`src/rtl/hbp_pkg.sv`:
```
package hbp_pkg;
  localparam int unsigned ADDR_DATA = 0;
  localparam int unsigned ADDR_CTRL = 1;
  localparam int unsigned CB_IBF  = 7;
  localparam int unsigned CB_OBF  = 6;
  localparam int unsigned CB_OVF  = 5;
  localparam int unsigned CB_MODE = 4;
  localparam int unsigned DIR_W   = CB_MODE;
  localparam int unsigned CTL_SEL = 0;
  localparam int unsigned CTL_RD  = 1;
  localparam int unsigned CTL_WR  = 2;
  localparam int unsigned CTL_W   = 3;
endpackage

```
`src/rtl/hbp_sync.sv`:
```
module hbp_sync #(
  parameter int unsigned W      = 1,
  parameter int unsigned STAGES = 2,
  parameter logic        RST_V  = 1'b0
) (
  input  logic         clk,
  input  logic         rst,
  input  logic [W-1:0] d_async,
  output logic [W-1:0] q_sync
);
  logic [W-1:0] stg [STAGES];

  always_ff @(posedge clk) begin
    if (rst) begin
      for (int i = 0; i < STAGES; i++) stg[i] <= {W{RST_V}};
    end else begin
      stg[0] <= d_async;
      for (int i = 1; i < STAGES; i++) stg[i] <= stg[i-1];
    end
  end

  assign q_sync = stg[STAGES-1];
endmodule

```
`src/rtl/hbp_host_ctl.sv`:
```
module hbp_host_ctl
  import hbp_pkg::*;
#(
  parameter int unsigned DATA_W = 8
) (
  input  logic              clk,
  input  logic              rst,
  input  logic              mode_en,
  input  logic [CTL_W-1:0]  ctl_s,
  input  logic [DATA_W-1:0] bus_s,
  input  logic              sel_n_raw,
  input  logic              rd_n_raw,
  output logic              wr_commit,
  output logic [DATA_W-1:0] wr_byte,
  output logic              rd_done,
  output logic              bus_oe
);
  logic wr_act, rd_act, wr_act_d, rd_act_d, oe_q;
  logic [1:0] fast_q;

  assign wr_act = mode_en & ~ctl_s[CTL_SEL] & ~ctl_s[CTL_WR];
  assign rd_act = mode_en & ~ctl_s[CTL_SEL] & ~ctl_s[CTL_RD];

  always_ff @(posedge clk) begin
    if (rst) begin
      wr_act_d <= 1'b0;
      rd_act_d <= 1'b0;
      oe_q     <= 1'b0;
      fast_q   <= 2'b11;
      wr_byte  <= '0;
    end else begin
      wr_act_d <= wr_act;
      rd_act_d <= rd_act;
      oe_q     <= rd_act;
      fast_q   <= {rd_n_raw, sel_n_raw};
      if (wr_act) wr_byte <= bus_s;
    end
  end

  assign wr_commit = mode_en & wr_act_d & ~wr_act;
  assign rd_done   = mode_en & rd_act_d & ~rd_act;
  // single-flop path lets the enable drop one edge after a strobe rises
  assign bus_oe    = oe_q & mode_en & ~fast_q[0] & ~fast_q[1];
endmodule

```
`src/rtl/hbp_regs.sv`:
```
module hbp_regs
  import hbp_pkg::*;
#(
  parameter int unsigned DATA_W = 8,
  parameter int unsigned ADDR_W = 1
) (
  input  logic              clk,
  input  logic              rst,
  input  logic [ADDR_W-1:0] loc_addr,
  input  logic              loc_wr,
  input  logic              loc_rd,
  input  logic [DATA_W-1:0] loc_wdata,
  output logic [DATA_W-1:0] loc_rdata,
  input  logic              wr_commit,
  input  logic [DATA_W-1:0] wr_byte,
  input  logic              rd_done,
  output logic [DATA_W-1:0] out_byte,
  output logic              mode_en,
  output logic              ibf,
  output logic              obf,
  output logic              ovf
);
  logic [DATA_W-1:0] in_byte;
  logic [DIR_W-1:0]  dir_q;
  logic [DATA_W-1:0] ctrl_view;
  logic sel_data, sel_ctrl;

  assign sel_data = (loc_addr == ADDR_W'(ADDR_DATA));
  assign sel_ctrl = (loc_addr == ADDR_W'(ADDR_CTRL));

  always_comb begin
    ctrl_view          = '0;
    ctrl_view[DIR_W-1:0] = dir_q;
    ctrl_view[CB_MODE] = mode_en;
    ctrl_view[CB_OVF]  = ovf;
    ctrl_view[CB_OBF]  = obf;
    ctrl_view[CB_IBF]  = ibf;
  end

  always_ff @(posedge clk) begin
    if (rst) begin
      in_byte   <= '0;
      out_byte  <= '0;
      dir_q     <= '1;
      mode_en   <= 1'b0;
      ibf       <= 1'b0;
      obf       <= 1'b0;
      ovf       <= 1'b0;
      loc_rdata <= '0;
    end else begin
      if (loc_wr && sel_ctrl) begin
        mode_en <= loc_wdata[CB_MODE];
        dir_q   <= loc_wdata[DIR_W-1:0];
        if (!loc_wdata[CB_OVF]) ovf <= 1'b0;
      end
      if (wr_commit && ibf) ovf <= 1'b1;

      if (loc_wr && sel_data) out_byte <= loc_wdata;

      if (loc_wr && sel_data) obf <= 1'b1;
      else if (rd_done)       obf <= 1'b0;

      if (wr_commit) begin
        in_byte <= wr_byte;
        ibf     <= 1'b1;
      end else if (loc_rd && sel_data) begin
        ibf <= 1'b0;
      end

      if (loc_rd) begin
        if (sel_data)      loc_rdata <= in_byte;
        else if (sel_ctrl) loc_rdata <= ctrl_view;
        else               loc_rdata <= '0;
      end
    end
  end
endmodule

```
`src/rtl/host_byte_port.sv`:
```
module host_byte_port
  import hbp_pkg::*;
#(
  parameter int unsigned DATA_W      = 8,
  parameter int unsigned ADDR_W      = 1,
  parameter int unsigned SYNC_STAGES = 2
) (
  input  logic              clk,
  input  logic              rst,
  input  logic              host_sel_n,
  input  logic              host_rd_n,
  input  logic              host_wr_n,
  input  logic [DATA_W-1:0] host_bus_in,
  output logic [DATA_W-1:0] host_bus_out,
  output logic              host_bus_oe,
  input  logic [ADDR_W-1:0] loc_addr,
  input  logic              loc_wr,
  input  logic              loc_rd,
  input  logic [DATA_W-1:0] loc_wdata,
  output logic [DATA_W-1:0] loc_rdata
);
  logic [CTL_W-1:0]  ctl_raw, ctl_s;
  logic [DATA_W-1:0] bus_s, wr_byte;
  logic wr_commit, rd_done, mode_en, ibf, obf, ovf;

  always_comb begin
    ctl_raw          = '1;
    ctl_raw[CTL_SEL] = host_sel_n;
    ctl_raw[CTL_RD]  = host_rd_n;
    ctl_raw[CTL_WR]  = host_wr_n;
  end

  hbp_sync #(.W(CTL_W), .STAGES(SYNC_STAGES), .RST_V(1'b1)) ctl_sync_i (
    .clk(clk), .rst(rst), .d_async(ctl_raw), .q_sync(ctl_s)
  );

  hbp_sync #(.W(DATA_W), .STAGES(SYNC_STAGES), .RST_V(1'b0)) bus_sync_i (
    .clk(clk), .rst(rst), .d_async(host_bus_in), .q_sync(bus_s)
  );

  hbp_host_ctl #(.DATA_W(DATA_W)) host_ctl_i (
    .clk(clk), .rst(rst), .mode_en(mode_en), .ctl_s(ctl_s), .bus_s(bus_s),
    .sel_n_raw(host_sel_n), .rd_n_raw(host_rd_n),
    .wr_commit(wr_commit), .wr_byte(wr_byte), .rd_done(rd_done),
    .bus_oe(host_bus_oe)
  );

  hbp_regs #(.DATA_W(DATA_W), .ADDR_W(ADDR_W)) regs_i (
    .clk(clk), .rst(rst), .loc_addr(loc_addr), .loc_wr(loc_wr),
    .loc_rd(loc_rd), .loc_wdata(loc_wdata), .loc_rdata(loc_rdata),
    .wr_commit(wr_commit), .wr_byte(wr_byte), .rd_done(rd_done),
    .out_byte(host_bus_out), .mode_en(mode_en),
    .ibf(ibf), .obf(obf), .ovf(ovf)
  );
endmodule

```
`config.mk`:
```
export PLATFORM = sky130hd
export DESIGN_NAME = host_byte_port
export DESIGN_NICKNAME = d
export VERILOG_FILES = /design/src/rtl/hbp_pkg.sv /design/src/rtl/hbp_sync.sv /design/src/rtl/hbp_host_ctl.sv /design/src/rtl/hbp_regs.sv /design/src/rtl/host_byte_port.sv
export SDC_FILE = /design/constraint.sdc
export NUM_CORES = 1
export LEC_CHECK = 0
export BUFFER_PORTS_ARGS = -buffer_cell sky130_fd_sc_hd__buf_2
export CORE_ASPECT_RATIO = 2
export CORE_UTILIZATION = 45
export DETAILED_ROUTE_END_ITERATION = 10
export PLACE_DENSITY = 0.71
export RECOVER_POWER = 50
export SLEW_MARGIN = 0
export SYNTH_ARGS = -nofsm -noshare
export SYNTH_HDL_FRONTEND = slang
export SYNTH_HIERARCHICAL = 1
export SYNTH_SLANG_ARGS = --single-unit
```
`constraint.sdc`:
```
create_clock -name clk -period 1.2 [get_ports clk]
set_input_delay 0.24 -clock clk [delete_from_list [all_inputs] [get_ports clk]]
set_output_delay 0.24 -clock clk [all_outputs]
set_load 0.005 [all_outputs]
```
Word level (Yosys, flattened, before mapping)

Memory sizes are Yosys's and may differ from the RTL's. A register that Yosys moved wholly into a read port is not among the register bits.
Index checks and enable logic that the tools add are counted.

Flip-flop bits (word level): 36
Latch bits: 0
Bits in writable memories: 22
ROM bits: 0
Bits of input ports: 24
Word-level logic and storage cells: 58
Memories: 2

$add $sub $neg: 0
Multipliers: 0
Divide/modulo/power cells: 0
Order comparisons: 0
Eq/ne operators: 1
Shift-type cells: 0
Mux-type cells: 15
Bitwise operators: 21
Reductions and logical operators: 8

Memory list:

| name           | depth | width | read ports | clocked after Yosys merged registers in | write ports | RTL line       | RTL |
|---|---|---|---|---|---|---|---|
| bus_sync_i.stg | 2     | 8     | 2          | 1                                       | 2           | hbp_sync.sv:11 | `logic [W-1:0] stg [STAGES];` |
| ctl_sync_i.stg | 2     | 3     | 2          | 0                                       | 2           | hbp_sync.sv:11 |  |

Operators by type and width:

| operator             | number |
|---|---|
| $mux W8              | 3 |
| $mux W1              | 10 |
| $and A1 B1 Y1        | 9 |
| $not A1 Y1           | 8 |
| $mux W3              | 2 |
| $reduce_bool A2 Y1   | 3 |
| $logic_and A1 B1 Y1  | 4 |
| $or A1 B1 Y1         | 4 |
| $ne A2 B1 Y1 const B | 1 |
| $reduce_and A2 Y1    | 1 |

Longest topological paths before layout

Gate-level depths: netlist of run 1.

Word-level depth: 8
Mapped depth: 5
Depth with buffers taken out: 4

Hierarchy

The synthesis of run 1 kept the hierarchy.

By module, submodules not included:

| module                 | times used | cells each | area an instance (um2) |
|---|---|---|---|
| hbp_regs               | 1          | 128        | 1217.4 |
| hbp_host_ctl           | 1          | 49         | 524.3 |
| hbp_sync at bus_sync_i | 1          | 41         | 524.3 |
| hbp_sync at ctl_sync_i | 1          | 15         | 180.2 |

Worst setup path before layout of run 1

Ideal clock, no wire load.

Path type: flip-flop to flip-flop
From: memory ctl_sync_i/stg[0][3] (netlist name)
To: register regs_i.in_byte[0]
Setup time: 0.128 ns
Data arrival time: 0.997 ns
Data required time: 1.072 ns
Slack: 0.075 ns
Cell stages (with the launch flop): 6
Path through: dfxtp_1 -> buf_4 -> o211a_1 -> buf_2 -> mux2i_1 -> nor2_1

RTL lines:

| what                 | RTL line       | RTL |
|---|---|---|
| from (decl)          | hbp_sync.sv:11 |  |
| to (signal assigned) | hbp_regs.sv:64 | `in_byte <= wr_byte;` |
| to (decl)            | hbp_regs.sv:23 | `logic [DATA_W-1:0] in_byte;` |

Final worst setup path of run 1

From: register regs_i.mode_en
To: output host_bus_oe

Longest elaborated chain between the ends: 3

RTL lines:

| what                        | RTL line             | RTL |
|---|---|---|
| from (decl)                 | hbp_regs.sv:18       | `output logic mode_en,` |
| from (signal assigned)      | hbp_regs.sv:52       | `mode_en <= loc_wdata[CB_MODE];` |
| $and A1 B1 Y1               | n/a                  |  |
| $and A1 B1 Y1 (2 in series) | hbp_host_ctl.sv:43   | `assign bus_oe = oe_q & mode_en & ~fast_q[0] & ~fast_q[1];` |
| to (decl)                   | host_byte_port.sv:15 | `output logic host_bus_oe,` |

No other way between the ends.

==> results.py, run 1 <==
metrics = {
    "placed_design": {
        "port_buffers": 40,
        "dpl.hpwl_um": 2808,
        "routabilityCongestion": 0.7645,
    },
    "setup_path": {
        "critPathMaxFanout": 3,
        "startpoint_type": "register",
        "rr_startpoint": "regs_i/mode_en$_SDFFE_PP0P_",
        "worstReg2RegEnd": "regs_i/in_byte[2]$_SDFFE_PP0P_",
        "r2r_setup_slack_ns": 0.07,
        "rr_worst_depth": 4,
        "cp.arrival_ns": 0.96,
        "crit_path_end_kind": "output port",
        "critPathKind": "register to output port",
        "critical_path_required_ns": 0.96,
    },
    "clocking": {
        "cts_tree": "yes",
        "path_clk_slew_ns": 0.06,
        "clk_path_buf_depth": 2,
        "htreeDepth": 3,
        "clk_latency_ns": 0.33,
        "root_buffer": "clkbuf_8",
        "numCtsBuffers": 9,
        "cts.sinks": 66,
    },
    "logic_synthesis": {
        "syn_area_per_cell_um2": 10.50,
        "synth-seq-cells": 66,
        "post_synth_num_cell_types": 26,
        "syn_inst": 233,
        "ys_seq_area_frac": 0.5402,
        "synthesis.area_um2": 2446,
        "yosys_warnings": 6,
        "syn-num-nets": 257,
    },
    "drt": {
        "via_per_inst": 4.855,
        "totalWireLength_um": 3870,
        "wl_per_cell_um": 11.42,
        "firstDrtPassIters": 4,
        "num_vias": 1646,
        "drtIter0Drc": 34,
        "drtAntennaViolNets": 0,
        "drc": 0,
    },
    "grt": {
        "grt_max_degree": 33,
        "grt.overflow.total": 0,
        "grt_pass1_vias": 1462,
        "antenna_found_initial": 0,
        "grtUsageTotal": 0.1501,
        "grt_pass1_wl_um": 6058,
    },
    "cells_and_area": {
        "drive_gt1_frac": 0.3310,
        "insertedDiodeCount": 0,
        "nets": 300,
        "fillCellCount": 481,
        "utilization": 0.5502,
        "areaGrowthSynthToFinish_pct": 16.62,
    },
    "floorplan": {
        "rows": 37,
        "ioPinCount": 41,
        "die-area_um2": 5753,
        "die_w_um": 54.14,
        "core_um2": 5185,
        "die_h_um": 106.3,
        "start_util": 0.4718,
    },
    "power": {
        "power_density_nw_per_um2": 1486,
        "leakagePower_nw": 1.188,
        "power_mw": 4.240,
        "peakVddDrop_mv": 1.176,
    },
    "sta": {
        "rsz0062_at_grt": "true",
        "fin_crit_sh": 0.9959,
        "worstMarginPinSlew_ns": 0.4983,
        "finalHoldViolations": 0,
        "setup_viol": 0,
        "clock.fmax_mhz": 836.7,
        "slew_headroom": 0.6678,
        "drv_slew": 0,
        "finalSetupTns_ns": 0,
        "post-route-min-period_ns": 1.195,
        "finClkSkew_ns": 0.006663,
    },
    "hold_path": {
        "hp-class": "primary input to register",
        "hold_start": "host_wr_n",
        "hold-path-cell-count": 2,
        "hold_end": "ctl_sync_i/stg[0][2]$_SDFF_PP1_",
    },
    "status": {
        "outcome": "finished clean",
    },
    "run": {
        "drv_cap": 0,
    },
}
## routing by layer
layer	wire, um	share of wire	track usage	up-vias
met5	0	0	0	-
met4	133	0.034	0.1117	0
met3	172	0.044	0.05579	12
met2	2057	0.53	0.2491	42
met1	1506	0.39	0.1379	746
li1	-	-	-	846
## power by group
part	internal, mW	switching (mW)
clock network	0.914	0.745
registers	2.27	0.0346
logic	0.144	0.130
## area by class of cell
class,instances,area (um2),area share
Clock buffer,14,172.7,0.06053
Tap cell,58,72.57,0.02544
Sequential cell,66,1324,0.4640
Clock inverter,2,10.01,0.003509
Multi-Input combinational cell,143,970.9,0.3404
Timing Repair Buffer,56,302.8,0.1061
## logic make-up after synthesis
group           count (synthesis)  share of synthesized area
mux                            24                    0.09821
simple gates                   93                     0.2210
flops                          66                     0.5402
buf+inv                        24                    0.07110
compound gates                 26                    0.06956
## placed cells by master, fill, tap and decap left out, drive strengths merged
master and n:
o211a 1, nand2b 19, mux2i 24, a211oi 8
and3 4, nor3b 1, and2b 6, or3b 1
clkbuf 22, nand2 20, o21ai 1, nor2b 11
clkinv 2, dfxtp 66, a211o 4, buf 48
or2 8, a21oi 12, nor3 1, nor2 21
nand3 1
## through the flow
step / setup slack [ns] / hold slack, ns / area, um2 / cells
2_1_floorplan: 0.07529 / 0.3343 / 2446 / 233
3_3_place_gp: 0.04212 / 0.3887 / 2663 / 321
3_5_place_dp: -0.008481 / 0.3897 / 2663 / 321
4_1_cts: -0.1172 / 0.06489 / 2897 / 340
5_1_grt: -0.03789 / 0.07635 / 2853 / 339
6_report: 0.004875 / 0.08585 / 2853 / 339
## sequential cells by signal (all words and copies together), names as in the netlist
name,count
bus_sync_i/stg,16
ctl_sync_i/stg,6
host_ctl_i/fast_q,2
host_ctl_i/oe_q,1
host_ctl_i/wr_act_d,1
host_ctl_i/wr_byte,8
regs_i/dir_q,4
regs_i/ibf,1
regs_i/in_byte,8
regs_i/loc_rdata,8
regs_i/mode_en,1
regs_i/obf,1
regs_i/out_byte,8
regs_i/ovf,1
## worst max-delay path, cell delays in order, from the launching register on
cell and delay, ns:
dfxtp_2 0.36, nand2_4 0.06, nor3_2 0.08, buf_2 0.12
## repair_timing
action | in CTS | in global routing
setup buffers | 3 | 0
resized for setup | 8 | 1
endpoints found under the setup margin | 9 | 9
cloned | 0 | 0
hold buffers | 0 | 0
pin swaps | 1 | 2
## worst max path at each step
| stage | start | to | cells past startpoint |
|---|---|---|---|
| global route | regs_i/mode_en$_SDFFE_PP0P_ | host_bus_oe | 3 |
| global placement | ctl_sync_i/stg[0][3]$_SDFF_PP1_ | regs_i/in_byte[7]$_SDFFE_PP0P_ | 3 |
| floorplan | ctl_sync_i/stg[0][3]$_SDFF_PP1_ | regs_i/in_byte[0]$_SDFFE_PP0P_ | 5 |
| CTS | regs_i/mode_en$_SDFFE_PP0P_ | host_bus_oe | 4 |
| detailed placement | ctl_sync_i/stg[0][3]$_SDFF_PP1_ | regs_i/in_byte[2]$_SDFFE_PP0P_ | 3 |
| finish | regs_i/mode_en$_SDFFE_PP0P_ | host_bus_oe | 3 |
## synth_stat cells
cell type  number  area share
o211a_1         1      0.0041
nand3_1         1      0.0020
or3b_1          1      0.0036
a21oi_1        12       0.025
nor2_1         21       0.032
buf_12          1      0.0082
and3_1          4       0.010
a211o_1         4       0.014
nor3_1          1      0.0020
mux2i_1        24       0.098
nand2_1        19       0.029
and2b_2         6       0.021
nor3b_2         1      0.0051
a211oi_1        8       0.025
buf_6           2      0.0092
nor2b_2         7       0.025
buf_2           6       0.012
nand2b_2        8       0.029
buf_4          12       0.037
nor2b_1         4       0.010
clkbuf_1        3      0.0046
nand2b_1       11       0.028
or2_1           8       0.020
dfxtp_1        66        0.54
o21ai_1         1      0.0020
nand2_2         1      0.0026
No activity file was read; power rests on OpenSTA's default activity.
==> inputs of run 2 (changes only) <==
SYNTH_HIERARCHICAL = unset   (was 1)
==> run 2 against run 1 <==
  * The run now ends with setup timing left
  * Critical endpoint unchanged
  * Clock skew down 0.0012 ns
  * Cell count fell by 1.5%
  * Utilization increased by 1.7 points
  * Global-route usage is 1.7 points higher
  * Sequential share of layout area increased by 2.3 points
  * Routed wire length is 3.3% lower
  * Critical path depth up 1
  * Worst setup slack lost 0.055 ns
  * Highest routed layer unchanged
  * Combinational power is 8.0% lower
==> results.py, run 2 <==
metrics = {
    "floorplan": {
        "die-area_um2": 5143,
        "core_um2": 4642,
        "die_h_um": 100.4,
        "start_util": 0.4695,
        "rows": 35,
        "ioPinCount": 41,
        "die_w_um": 51.21,
    },
    "drt": {
        "drtIter0Drc": 12,
        "wl_per_cell_um": 11.20,
        "via_per_inst": 4.829,
        "firstDrtPassIters": 5,
        "num_vias": 1613,
        "drc": 0,
        "drtAntennaViolNets": 0,
        "totalWireLength_um": 3741,
    },
    "setup_path": {
        "cp.arrival_ns": 1.01,
        "startpoint_type": "register",
        "critPathMaxFanout": 2,
        "rr_worst_depth": 6,
        "critical_path_required_ns": 0.96,
        "crit_path_end_kind": "output port",
        "r2r_setup_slack_ns": 0.06,
        "rr_startpoint": "regs_i.mode_en$_SDFFE_PP0P_",
        "worstReg2RegEnd": "host_ctl_i.wr_byte[0]$_SDFFE_PP0P_",
        "critPathKind": "register to output port",
    },
    "cells_and_area": {
        "final_cell_area_um2": 2633,
        "mostFrequentLayoutCell": "dfxtp_1",
        "finalNonFillerCells": 334,
        "areaGrowthSynthToFinish_pct": 20.78,
        "largest_register": "bus_sync_i.stg",
        "nets": 299,
        "drive_gt1_frac": 0.2688,
        "mostFrequentLayoutCells": "dfxtp_1 (63), nand2_1 (51), buf_2 (39), a21oi_1 (27), nor2b_1 (17)",
        "insertedDiodeCount": 0,
        "largest_reg_flops": 16,
    },
    "placed_design": {
        "dp.cells": 318,
        "routabilityCongestion": 0.8207,
        "place_area_um2": 2457,
        "port_buffers": 40,
        "dpl.hpwl_um": 2708,
        "pre_cts_slack_ns": 0.09922,
    },
    "status": {
        "outcome": "finished with violations",
        "violations": "setup timing",
    },
    "logic_synthesis": {
        "yosys-top-cells-count": "dfxtp_1 (64), nand2_1 (52), a21oi_1 (28)",
        "synth_top_family_by_area": "simple AND/OR/NAND/NOR gates",
        "synth-async-reset-ratio": 0,
        "synthesis.area_um2": 2180,
        "synth-seq-cells": 64,
        "synth_xor_area_frac": 0,
        "yosys_warnings": 0,
        "post_synth_num_cell_types": 26,
        "synth_edf_count": 0,
        "syn_area_per_cell_um2": 9.518,
        "synth_simple_gate_area_frac": 0.2055,
        "ys.flop_type": "dfxtp_1",
        "syn_inst": 229,
        "synth_top_cell_by_area": "dfxtp_1",
        "yosysTopAreaCellShare": 0.5878,
        "ys_seq_area_frac": 0.5878,
        "synthMuxAreaShare": 0.03674,
        "synth_compound_area_frac": 0.1263,
        "syn-num-nets": 253,
        "synth_area_leaders": "dfxtp_1 (59%), nand2_1 (9.0%), a21oi_1 (6.4%)",
        "synth_fa_ha_area_frac": 0,
        "yosysMostFrequentCell": "dfxtp_1",
    },
    "sta": {
        "finClkSkew_ns": 0.005477,
        "clock.fmax_mhz": 799.7,
        "rsz0062_at_grt": "true",
        "slew_headroom": 0.4826,
        "fin_ws_ns": -0.05052,
        "post-route-min-period_ns": 1.251,
        "worstMarginPinSlew_ns": 0.7749,
        "finalHoldViolations": 0,
        "drv_slew": 0,
        "setup_viol": 1,
        "fin_crit_sh": 1.042,
    },
    "run": {
        "drv_cap": 0,
    },
    "clocking": {
        "clk_path_buf_depth": 2,
        "cts_tree": "yes",
        "root_buffer": "clkbuf_8",
        "htreeDepth": 3,
        "path_clk_slew_ns": 0.06,
        "numCtsBuffers": 9,
        "clk_latency_ns": 0.33,
        "cts.sinks": 64,
        "cts_hold_buf": 0,
    },
    "power": {
        "power_mw": 3.946,
        "leakagePower_nw": 1.103,
        "power_density_nw_per_um2": 1499,
        "peakVddDrop_mv": 0.9542,
    },
    "grt": {
        "grt.overflow.total": 0,
        "antenna_found_initial": 0,
        "grt_pass1_wl_um": 6161,
        "grt_max_degree": 25,
        "grtUsageTotal": 0.1671,
        "grt_pass1_vias": 1442,
    },
    "hold_path": {
        "hp-class": "primary input to register",
        "hold-path-cell-count": 2,
        "hold_start": "host_sel_n",
        "hold_end": "host_ctl_i.fast_q[0]$_SDFF_PP1_",
    },
}
==> run 2: changes by cell type after synthesis, moves of 10 or more <==
cell	delta
nand2_1	+33
a21oi_1	+16
mux2i_1	-16
nor2b_1	+13
buf_4	-12
nor2_1	-11
nand2b_1	-10
==> run 2: how the worst max path moves through the flow <==
stage	startpoint	end	cells past startpoint
finish	regs_i.mode_en$_SDFFE_PP0P_	host_bus_oe	4
global route	regs_i.mode_en$_SDFFE_PP0P_	host_bus_oe	4
CTS	regs_i.mode_en$_SDFFE_PP0P_	host_bus_oe	4
detailed placement	regs_i.mode_en$_SDFFE_PP0P_	host_ctl_i.wr_byte[1]$_SDFFE_PP0P_	3
global placement	ctl_sync_i.stg[0][3]$_SDFF_PP1_	host_ctl_i.wr_byte[1]$_SDFFE_PP0P_	3
floorplan	regs_i.mode_en$_SDFFE_PP0P_	host_ctl_i.wr_byte[7]$_SDFFE_PP0P_	5
==> run 2: cell families after synthesis <==
| family | after synthesis |
|---|---|
| flops | 64 |
| compound gates | 45 |
| buf+inv | 17 |
| mux | 8 |
| simple gates | 95 |
==> run 2: per-stage QoR <==
step | util | hold slack, ns | TNS, ns
floorplan | - | 0.3438 | 0
global placement | 0.5294 | 0.3923 | 0
detailed placement | 0.5294 | 0.3972 | 0
CTS | 0.5668 | 0.07230 | -0.1175
global route | 0.5671 | 0.07642 | -0.4339
finish | 0.5671 | 0.08802 | -0.05052
==> run 2: area by class of cell <==
class | count | area (um2)
Multi-Input combinational cell | 148 | 828.3
Inverter | 1 | 3.754
Fill cell | 451 | 2009
Tap cell | 55 | 68.82
Clock inverter | 4 | 22.52
Timing Repair Buffer | 51 | 295.3
Sequential cell | 64 | 1282
Clock buffer | 11 | 131.4
==> run 2: layer usage <==
metal  routed length [um]  up-vias  share of wire  GRT usage
met3                  127        8          0.034    0.04242
met2                 2099       30           0.56     0.2996
met1                 1421      730           0.38     0.1574
met5                    0        -              0          0
met4                   92        0          0.025     0.1185
li1                     -      845              -          -
==> run 2: what timing repair did <==
action / in CTS / in global routing
endpoints found under the setup margin: 1 / 18
setup buffers: 1 / 0
pin swaps: 1 / 1
resized for setup: 4 / 5
==> run 2: critical path, stage by stage, from the launching register on <==
cell and delay [ns]:
dfxtp_2 0.33, buf_6 0.09, nand2_2 0.04, nor3_2 0.09, buf_2 0.13
==> run 2: power by group <==
| group | switching, mW | total (mW) | leakage (nW) | internal, mW |
|---|---|---|---|---|
| sequential | 0.0275 | 2.23 | 0.525 | 2.20 |
| clock | 0.737 | 1.46 | 0.0789 | 0.726 |
| combinational | 0.128 | 0.253 | 0.499 | 0.125 |
==> inputs of run 3 (changes only) <==
CORE_ASPECT_RATIO = unset   (was 2)
==> run 3 against run 2 <==
  * The run still ends with setup timing left
  * Routed wire length is 1.3% higher
  * Combinational power barely moved
  * Design area rose by 0.57%
  * Non-clock buffer count rose by 1
  * Worst hold slack worse by 0.0033 ns
  * Clock skew fell by 0.0026 ns
  * Via count decreased by 1.3%
  * Critical path depth is the same
  * Clock power up 12%
  * Clock-buffer cell count is 2 higher
  * Critical path type unchanged
  * Critical endpoint unchanged
  * Largest power group unchanged
==> results.py, run 3 (synthesis gave the netlist of run 2 again) <==
metrics = {
    "placed_design": {
        "dp.cells": 315,
        "dpl.hpwl_um": 2564,
        "port_buffers": 40,
        "routabilityCongestion": 0.6789,
        "pre_cts_slack_ns": 0.06731,
    },
    "drt": {
        "wl_per_cell_um": 11.38,
        "totalWireLength_um": 3789,
        "firstDrtPassIters": 4,
        "num_vias": 1592,
        "drc": 0,
        "via_per_inst": 4.781,
        "drtAntennaViolNets": 0,
        "drtIter0Drc": 48,
    },
    "setup_path": {
        "critical-path-max-stage-delay_ns": 0.33,
        "startpoint_type": "register",
        "rr_worst_depth": 6,
        "rr_startpoint": "regs_i.mode_en$_SDFFE_PP0P_",
        "crit_path_end_kind": "output port",
        "critical_path_required_ns": 0.96,
        "cp_cell_sequence": "buf_6, nand2_2, nor3_2, buf_2",
        "critPathKind": "register to output port",
        "r2r_setup_slack_ns": 0.03,
        "slowest_stage": "dfxtp_2",
        "worstReg2RegEnd": "host_ctl_i.wr_byte[5]$_SDFFE_PP0P_",
        "critPathMaxFanout": 2,
        "cp.arrival_ns": 1.01,
    },
    "grt": {
        "grt_pass1_vias": 1443,
        "grt.overflow.total": 0,
        "grtUsageTotal": 0.1684,
        "met1_usage": 0.1843,
        "antenna_found_initial": 0,
        "grt_pass1_wl_um": 6375,
        "use_met2": 0.2698,
        "grt_max_degree": 40,
        "top_usage_layer": "met2",
        "gr-usage-met3": 0.08861,
    },
    "floorplan": {
        "rows": 24,
        "ioPinCount": 41,
        "die_h_um": 71.60,
        "die_w_um": 71.60,
        "start_util": 0.4839,
        "die-area_um2": 5126,
        "core_um2": 4504,
    },
    "cells_and_area": {
        "insertedDiodeCount": 0,
        "areaGrowthSynthToFinish_pct": 21.47,
        "largest_register": "bus_sync_i.stg",
        "utilization": 0.5878,
        "fillCellCount": 407,
        "mostFrequentLayoutCells": "dfxtp_1 (63), nand2_1 (51), buf_2 (38), a21oi_1 (28), nor2b_1 (17)",
        "largest_reg_flops": 16,
        "drive_gt1_frac": 0.2776,
        "finalNonFillerCells": 333,
        "mostFrequentLayoutCell": "dfxtp_1",
        "nets": 300,
    },
    "sta": {
        "setup_viol": 1,
        "rsz0062_at_grt": "true",
        "finalHoldViolations": 0,
        "worstMarginPinSlew_ns": 0.4407,
        "post-route-min-period_ns": 1.254,
        "finalSetupTns_ns": -0.05354,
        "fin_ws_ns": -0.05354,
        "hold-worst-slack_ns": 0.08473,
        "clock.fmax_mhz": 797.7,
        "finClkSkew_ns": 0.002889,
        "drv_slew": 0,
        "fin_crit_sh": 1.045,
        "slew_headroom": 0.7062,
    },
    "hold_path": {
        "hp-class": "primary input to register",
        "hold_start": "host_sel_n",
        "hold_end": "host_ctl_i.fast_q[0]$_SDFF_PP1_",
        "hold-path-cell-count": 2,
    },
    "clocking": {
        "clk_latency_ns": 0.33,
        "htreeDepth": 3,
        "path_clk_slew_ns": 0.06,
        "cts_tree": "yes",
        "numCtsBuffers": 9,
        "cts_hold_buf": 0,
        "cts.sinks": 64,
        "root_buffer": "clkbuf_8",
        "clk_path_buf_depth": 2,
    },
    "run": {
        "drv_cap": 0,
    },
    "power": {
        "peakVddDrop_mv": 1.157,
        "leakagePower_nw": 1.104,
        "power_density_nw_per_um2": 1558,
    },
    "status": {
        "violations": "setup timing",
        "outcome": "finished with violations",
    },
}
## run 3: routing by layer
layer | wire (um) | vias up | part of all wire
met5 | 0 | - | 0
met4 | 76 | 0 | 0.020
met3 | 227 | 9 | 0.060
met2 | 1757 | 37 | 0.46
met1 | 1729 | 695 | 0.46
li1 | - | 851 | -
## run 3: worst max path at each step
stage | start | cells past startpoint | end
detailed placement | ctl_sync_i.stg[0][3]$_SDFF_PP1_ | 3 | host_ctl_i.wr_byte[7]$_SDFFE_PP0P_
global placement | ctl_sync_i.stg[0][3]$_SDFF_PP1_ | 3 | host_ctl_i.wr_byte[3]$_SDFFE_PP0P_
finish | regs_i.mode_en$_SDFFE_PP0P_ | 4 | host_bus_oe
global route | regs_i.mode_en$_SDFFE_PP0P_ | 4 | host_bus_oe
floorplan | regs_i.mode_en$_SDFFE_PP0P_ | 5 | host_ctl_i.wr_byte[7]$_SDFFE_PP0P_
CTS | regs_i.mode_en$_SDFFE_PP0P_ | 4 | host_bus_oe
## run 3: metrics by stage
stage | cell area [um2] | power [mW]
floorplan | 2180 | 2.427
global placement | 2441 | 2.523
detailed placement | 2441 | 2.532
CTS | 2655 | 4.196
global route | 2648 | 4.311
finish | 2648 | 4.126
## run 3: area by class of cell
type,count,area [um2],area share
multi-input cells,148,820.8,0.3100
repair buffers,52,291.5,0.1101
clock buffers,13,168.9,0.06380
well taps,52,65.06,0.02457
inverters,1,3.754,0.001418
flip-flops and latches,64,1282,0.4844
clock inverters,3,15.01,0.005671
## run 3: repair_timing
action / 4_1_cts / 5_1_grt
resized for setup: 5 / 2
endpoints found under the setup margin: 1 / 16
setup buffers: 2 / 0
## run 3: power breakdown
group / leakage [nW] / internal (mW) / switching, mW
sequential: 0.525 / 2.20 / 0.0300
combinational: 0.480 / 0.124 / 0.128
clock: 0.0992 / 0.908 / 0.734
## run 3: worst max-delay path: cells and delay by family, from the launching register on
family	cells	cell delay, ns
AND/OR/NAND/NOR	2	0.13
buffers and inverters	2	0.21
flip-flops	1	0.33
